--- src/rtl/bankaddr_pkg.sv ---
package bankaddr_pkg;
  typedef enum logic [1:0] {
    PTR_NOP  = 2'd0,
    PTR_LO   = 2'd1,
    PTR_HI   = 2'd2,
    PTR_FULL = 2'd3
  } ptr_op_e;
endpackage

--- src/rtl/bankaddr_rst_sync.sv ---
module bankaddr_rst_sync (
  input  logic clk,
  input  logic rst_n,
  output logic rst_q
);
  logic meta_q;

  always_ff @(posedge clk or negedge rst_n) begin
    if (!rst_n) begin
      meta_q <= 1'b0;
      rst_q  <= 1'b0;
    end else begin
      meta_q <= 1'b1;
      rst_q  <= meta_q;
    end
  end
endmodule

--- src/rtl/bankaddr_bank_reg.sv ---
module bankaddr_bank_reg #(
  parameter int DATA_W = 8,
  parameter int BANK_W = 4
) (
  input  logic              clk,
  input  logic              rst_q,
  input  logic              we,
  input  logic [DATA_W-1:0] wdata,
  output logic [BANK_W-1:0] bank_q
);
  logic [BANK_W-1:0] bank_nxt;

  always_comb begin
    bank_nxt = bank_q;
    if (we) bank_nxt = wdata[BANK_W-1:0];
  end

  always_ff @(posedge clk or negedge rst_q) begin
    if (!rst_q) bank_q <= '0;
    else if (we) bank_q <= bank_nxt;
  end
endmodule

--- src/rtl/bankaddr_ptr_file.sv ---
module bankaddr_ptr_file
  import bankaddr_pkg::*;
#(
  parameter int ADDR_W  = 12,
  parameter int FILE_W  = 8,
  parameter int NUM_PTR = 3,
  parameter int PSEL_W  = 2
) (
  input  logic                            clk,
  input  logic                            rst_q,
  input  logic [1:0]                      op,
  input  logic [PSEL_W-1:0]               wsel,
  input  logic [FILE_W-1:0]               wbyte,
  input  logic [ADDR_W-1:0]               wfull,
  output logic [NUM_PTR-1:0][ADDR_W-1:0]  ptr_q
);
  localparam int HI_W = ADDR_W - FILE_W;

  ptr_op_e op_e;
  assign op_e = ptr_op_e'(op);

  for (genvar i = 0; i < NUM_PTR; i++) begin : g_ptr
    logic              hit;
    logic [ADDR_W-1:0] nxt;

    assign hit = (op_e != PTR_NOP) && (wsel == PSEL_W'(i));

    always_comb begin
      nxt = ptr_q[i];
      case (op_e)
        PTR_LO:   nxt[FILE_W-1:0]      = wbyte;
        PTR_HI:   nxt[ADDR_W-1:FILE_W] = wbyte[HI_W-1:0];
        PTR_FULL: nxt                  = wfull;
        default:  nxt                  = ptr_q[i];
      endcase
    end

    always_ff @(posedge clk or negedge rst_q) begin
      if (!rst_q) ptr_q[i] <= '0;
      else if (hit) ptr_q[i] <= nxt;
    end
  end
endmodule

--- src/rtl/bankaddr_mux.sv ---
module bankaddr_mux #(
  parameter int ADDR_W  = 12,
  parameter int FILE_W  = 8,
  parameter int NUM_PTR = 3,
  parameter int PSEL_W  = 2
) (
  input  logic [FILE_W-1:0]              file_addr,
  input  logic                           acc_sel,
  input  logic                           ind_req,
  input  logic [PSEL_W-1:0]              ind_sel,
  input  logic [ADDR_W-FILE_W-1:0]       bank_q,
  input  logic [NUM_PTR-1:0][ADDR_W-1:0] ptr_q,
  output logic [ADDR_W-1:0]              eff_addr
);
  localparam int HI_W = ADDR_W - FILE_W;

  logic [ADDR_W-1:0] ind_addr;
  logic [HI_W-1:0]   win_hi;

  always_comb begin
    ind_addr = '0;
    for (int i = 0; i < NUM_PTR; i++) begin
      if (ind_sel == PSEL_W'(i)) ind_addr = ptr_q[i];
    end
  end

  // Window top half sits in the last bank, bottom half in bank 0
  assign win_hi = file_addr[FILE_W-1] ? '1 : '0;

  always_comb begin
    if (ind_req)      eff_addr = ind_addr;
    else if (acc_sel) eff_addr = {bank_q, file_addr};
    else              eff_addr = {win_hi, file_addr};
  end
endmodule

--- src/rtl/bankaddr_gen.sv ---
module bankaddr_gen #(
  parameter int ADDR_W  = 12,
  parameter int FILE_W  = 8,
  parameter int NUM_PTR = 3,
  parameter int PSEL_W  = 2
) (
  input  logic                 clk,
  input  logic                 rst_n,
  input  logic [FILE_W-1:0]    file_addr,
  input  logic                 acc_sel,
  input  logic                 ind_req,
  input  logic [PSEL_W-1:0]    ind_sel,
  input  logic                 bank_we,
  input  logic [FILE_W-1:0]    bank_wdata,
  input  logic [1:0]           ptr_op,
  input  logic [PSEL_W-1:0]    ptr_wsel,
  input  logic [FILE_W-1:0]    ptr_wdata_byte,
  input  logic [ADDR_W-1:0]    ptr_wdata_full,
  output logic [ADDR_W-1:0]    eff_addr
);
  localparam int BANK_W = ADDR_W - FILE_W;

  logic                           rst_q;
  logic [BANK_W-1:0]              bank_q;
  logic [NUM_PTR-1:0][ADDR_W-1:0] ptr_q;

  bankaddr_rst_sync i_rst_sync (
    .clk   (clk),
    .rst_n (rst_n),
    .rst_q (rst_q)
  );

  bankaddr_bank_reg #(.DATA_W(FILE_W), .BANK_W(BANK_W)) i_bank (
    .clk    (clk),
    .rst_q  (rst_q),
    .we     (bank_we),
    .wdata  (bank_wdata),
    .bank_q (bank_q)
  );

  bankaddr_ptr_file #(
    .ADDR_W(ADDR_W), .FILE_W(FILE_W), .NUM_PTR(NUM_PTR), .PSEL_W(PSEL_W)
  ) i_ptrs (
    .clk   (clk),
    .rst_q (rst_q),
    .op    (ptr_op),
    .wsel  (ptr_wsel),
    .wbyte (ptr_wdata_byte),
    .wfull (ptr_wdata_full),
    .ptr_q (ptr_q)
  );

  bankaddr_mux #(
    .ADDR_W(ADDR_W), .FILE_W(FILE_W), .NUM_PTR(NUM_PTR), .PSEL_W(PSEL_W)
  ) i_mux (
    .file_addr (file_addr),
    .acc_sel   (acc_sel),
    .ind_req   (ind_req),
    .ind_sel   (ind_sel),
    .bank_q    (bank_q),
    .ptr_q     (ptr_q),
    .eff_addr  (eff_addr)
  );
endmodule

--- config.mk ---
export PLATFORM = sky130hd
export DESIGN_NAME = bankaddr_gen
export DESIGN_NICKNAME = d
export VERILOG_FILES = /design/src/rtl/bankaddr_pkg.sv /design/src/rtl/bankaddr_rst_sync.sv /design/src/rtl/bankaddr_bank_reg.sv /design/src/rtl/bankaddr_ptr_file.sv /design/src/rtl/bankaddr_mux.sv /design/src/rtl/bankaddr_gen.sv
export SDC_FILE = /design/constraint.sdc
export NUM_CORES = 1
export LEC_CHECK = 0
export BUFFER_PORTS_ARGS = -buffer_cell sky130_fd_sc_hd__buf_4
export CAP_MARGIN = 20
export CELL_PAD_IN_SITES_DETAIL_PLACEMENT = 2
export CELL_PAD_IN_SITES_GLOBAL_PLACEMENT = 2
export CORE_ASPECT_RATIO = 1.4
export CORE_MARGIN = 2
export CORE_UTILIZATION = 34
export DETAILED_ROUTE_END_ITERATION = 12
export PLACE_DENSITY = 0.95
export SLEW_MARGIN = 20
export SYNTH_ARGS = -nofsm -noshare
export SYNTH_HDL_FRONTEND = slang
export SYNTH_SLANG_ARGS = --single-unit
--- constraint.sdc ---
create_clock -name clk -period 2.9 [get_ports clk]
set_clock_uncertainty 0.15 [all_clocks]
set_input_delay 0.29 -clock clk [delete_from_list [all_inputs] [get_ports clk]]
set_output_delay 0.29 -clock clk [all_outputs]
set_load 0.05 [all_outputs]
==> flow_summary.json <==
{
  "yosysWarnings": 0,
  "timing.slew.headroom_pct": 48.4,
  "dp_hpwl_microns": 4330,
  "p_seq_share_pct": 43.6,
  "io_buffers": 54,
  "clkPwrFrac_pct": 33.2,
  "clk-insertion-delay-late_ns": 0.30,
  "antenna_cells": 0,
  "htreeDepth": 2,
  "netSwitchingPower_uw": 502,
  "overflow": 0,
  "io-pin-count": 59,
  "gr-usage-all-layers_pct": 19.0,
  "utilization_pct": 45.2,
  "slowest_stage": "dfrtp_1",
  "drv_slew": 0,
  "slowest_delay_ns": 0.36,
  "area_growth_pct": 27.3,
  "final_hold_viol_count": 0,
  "sw_frac_of_total_pct": 29.8,
  "power_mw": 1.68,
  "die_area_sq_um": 6820,
  "nFillCells": 645,
  "core_sq_um": 5900,
  "post_cts_buffers": 0,
  "antenna_found_initial": 0,
  "synth_area_per_cell_sq_um": 10.1,
  "ir_drop_mv": 0.234,
  "wirelength_microns": 6070,
  "syn-cell-area_sq_um": 2100,
  "rows": 33,
  "place_congestion": 0.697,
  "setup_viol": 0,
  "crit_type": "flip-flop to output pin",
  "post-route-min-period_ns": 1.77,
  "p_leak_nw": 1.22,
  "synth_seq_area_share_pct": 50.1,
  "initial_core_util_pct": 35.5,
  "placed_area_sq_um": 2520,
  "place_ws_ns": 1.15,
  "drt-initial-drc-count": 62,
  "cts_buffers": 5,
  "crit_chain": "mux2i_1 -> o211ai_1 -> o21a_1 -> buf_4",
  "grt_first_pass_wirelength_microns": 10100,
  "startpoint_type": "flip-flop",
  "critPathArrivalTime_ns": 1.33,
  "comb_power_share_pct": 23.2,
  "final.setup.worst_slack_ns": 1.13,
  "grt_setup_unrepaired": "false",
  "cp.required_ns": 2.46,
  "drtAntennaViolNets": 0,
  "design_area_sq_um": 2670,
  "grt_max_degree": 41,
  "syn_nets": 254,
  "cts_root_buf": "clkbuf_8",
  "status": "finished clean",
  "placed_cells": 321,
  "synth_area_leaders": "dfrtp_1 (50%), mux2i_1 (7.6%), nand3b_1 (5.7%), a21oi_1 (5.5%), o21ai_0 (5.3%)",
  "grt_pass1_vias": 2021,
  "finalCritPeriodShare_pct": 61.2,
  "route.detailed.drc": 0,
  "synth-main-ff-cell": "dfrtp_1",
  "power_density_nw_per_um2": 630,
  "fin_nets": 306,
  "whs_ns": 0.0701,
  "die_h_microns": 96.9,
  "via_per_inst": 5.44,
  "synth_edf_count": 0,
  "ys_ff_latch": 42,
  "fp.dieW_microns": 70.4,
  "cap_violations": 0,
  "final_cells": 330,
  "intPower_mw": 1.18,
  "hold_path.class": "input pin to flip-flop",
  "clk_path_buf_depth": 2,
  "drive_above_1_share_pct": 28.5,
  "cp_max_fo": 2,
  "vias": 1795,
  "cts_tree": "built",
  "tightest_slew_ns": 0.774,
  "synthCells": 207,
  "cp-end-kind": "output pin",
  "avgRoutedWirePerCell_microns": 18.4,
  "ys_types": 25,
  "drt_pass1_iterations": 4,
  "yosysTopAreaCellShare_pct": 50.1,
  "clkSinkCount": 42,
  "yosys.area.top_type": "dfrtp_1",
  "path_clk_slew_ns": 0.09,
  "fin_setup_tns_ns": 0,
  "async_reset_ff_share_pct": 100,
  "clock.fmax_mhz": 563
}
-- worst max-delay path, delay by kind of cell (launching register included) --
kind	cells	cell delay [ns]
flip-flops	1	0.36
buffers and inverters	1	0.20
AO/OA/AOI/OAI	2	0.39
multiplexers	1	0.08
-- path summary, 6_finish.rpt --
check | startpoint | end | slack (ns) | depth (start not counted)
setup reg to reg | i_ptrs.ptr_q[7]$_DFFE_PN0P_ | i_ptrs.ptr_q[7]$_DFFE_PN0P_ | 1.97 | 2
min in group asynchronous | i_rst_sync.rst_q$_DFF_PN0_ | i_ptrs.ptr_q[23]$_DFFE_PN0P_ | 0.16 | 1
max in group asynchronous | i_rst_sync.rst_q$_DFF_PN0_ | i_ptrs.ptr_q[34]$_DFFE_PN0P_ | 2.07 | 1
hold / removal | bank_wdata[3] | i_bank.bank_q[3]$_DFFE_PN0P_ | 0.07 | 2
setup / recovery | i_ptrs.ptr_q[31]$_DFFE_PN0P_ | eff_addr[7] | 1.13 | 4
hold reg to reg | i_rst_sync.rst_q$_DFF_PN0_ | i_ptrs.ptr_q[23]$_DFFE_PN0P_ | 0.16 | 1
-- per-layer routing --
metal / wire length, microns / track usage, % / vias to the layer above
met4: 89 / 6.66 / 0
met1: 2520 / 22.8 / 911
met5: 0 / 0 / -
met3: 185 / 2.71 / 7
li1: - / - / 839
met2: 3270 / 33.8 / 38
-- logic make-up (layout without fill, tap and decap cells) --
group / count (synthesis) / after routing / synth area share [%]
buf+inv: 12 / 65 / 3.76
flops: 42 / 42 / 50.1
compound gates: 73 / 73 / 21.1
simple gates: 59 / 59 / 15.0
mux: 20 / 20 / 9.78
other cells: 1 / 1 / 0.179
-- synth_stat cells, types with 2 or more instances --
cell type  count
o211a_1        4
o211ai_1       8
buf_2          2
clkbuf_1       5
a21oi_2        2
dfrtp_1       42
o21ai_0       22
o21a_1         8
a21oi_1       23
a21boi_0       4
nand2_1       28
buf_4          2
nor2_2         2
nand3b_1      16
o21ai_1        2
mux2i_1       16
mux2_2         4
nor2_1        10
-- flip-flops by register name (all words and copies together) (netlist names) --
register,flops
i_rst_sync.rst_q,1
i_ptrs.ptr_q,36
i_bank.bank_q,4
i_rst_sync.meta_q,1
-- power groups by stage --
stage	clock network [mW]	registers [mW]	logic, mW
6_report	0.559	0.734	0.390
5_1_grt	0.597	0.746	0.430
3_5_place_dp	0	0.747	0.390
3_3_place_gp	0	0.734	0.367
2_1_floorplan	0	0.734	0.252
4_1_cts	0.574	0.736	0.398
-- repair_timing --
action,4_1_cts,5_1_grt
hold endpoints to repair,2,0
hold buffers,1,0
resized for setup,0,0
-- cell type report --
class | count | area [sq um] | area share, %
flip-flops and latches | 42 | 1050 | 39.4
multi-input cells | 153 | 967 | 36.2
repair buffers | 56 | 423 | 15.8
well taps | 70 | 87.6 | 3.28
clock buffers | 5 | 68.8 | 2.58
clock inverters | 3 | 68.8 | 2.58
inverters | 1 | 3.75 | 0.141
-- cells in the final DEF, fill, tap and decap left out --
| cell | synthesis | final |
|---|---|---|
| buf_4 | 2 | 55 |
| conb_1 | 1 | 1 |
| o21ai_0 | 22 | 22 |
| dlygate4sd3_1 | 0 | 1 |
| nand2_1 | 28 | 28 |
| clkinv_4 | 0 | 1 |
| clkbuf_8 | 0 | 5 |
| a21oi_2 | 2 | 2 |
| nor2_1 | 10 | 10 |
| inv_1 | 1 | 1 |
| mux2_2 | 4 | 4 |
| mux2i_1 | 16 | 16 |
| o21ai_1 | 2 | 2 |
| nand3b_1 | 16 | 16 |
| nor2_2 | 2 | 2 |
| a21boi_0 | 4 | 4 |
| o211a_1 | 4 | 4 |
| o211ai_1 | 8 | 8 |
| nor3b_2 | 1 | 1 |
| and2_4 | 1 | 1 |
| nor3b_4 | 1 | 1 |
| o21a_1 | 8 | 8 |
| dfrtp_1 | 42 | 42 |
| bufinv_16 | 0 | 2 |
| a21oi_1 | 23 | 23 |
(Power assumes the default switching activity.)
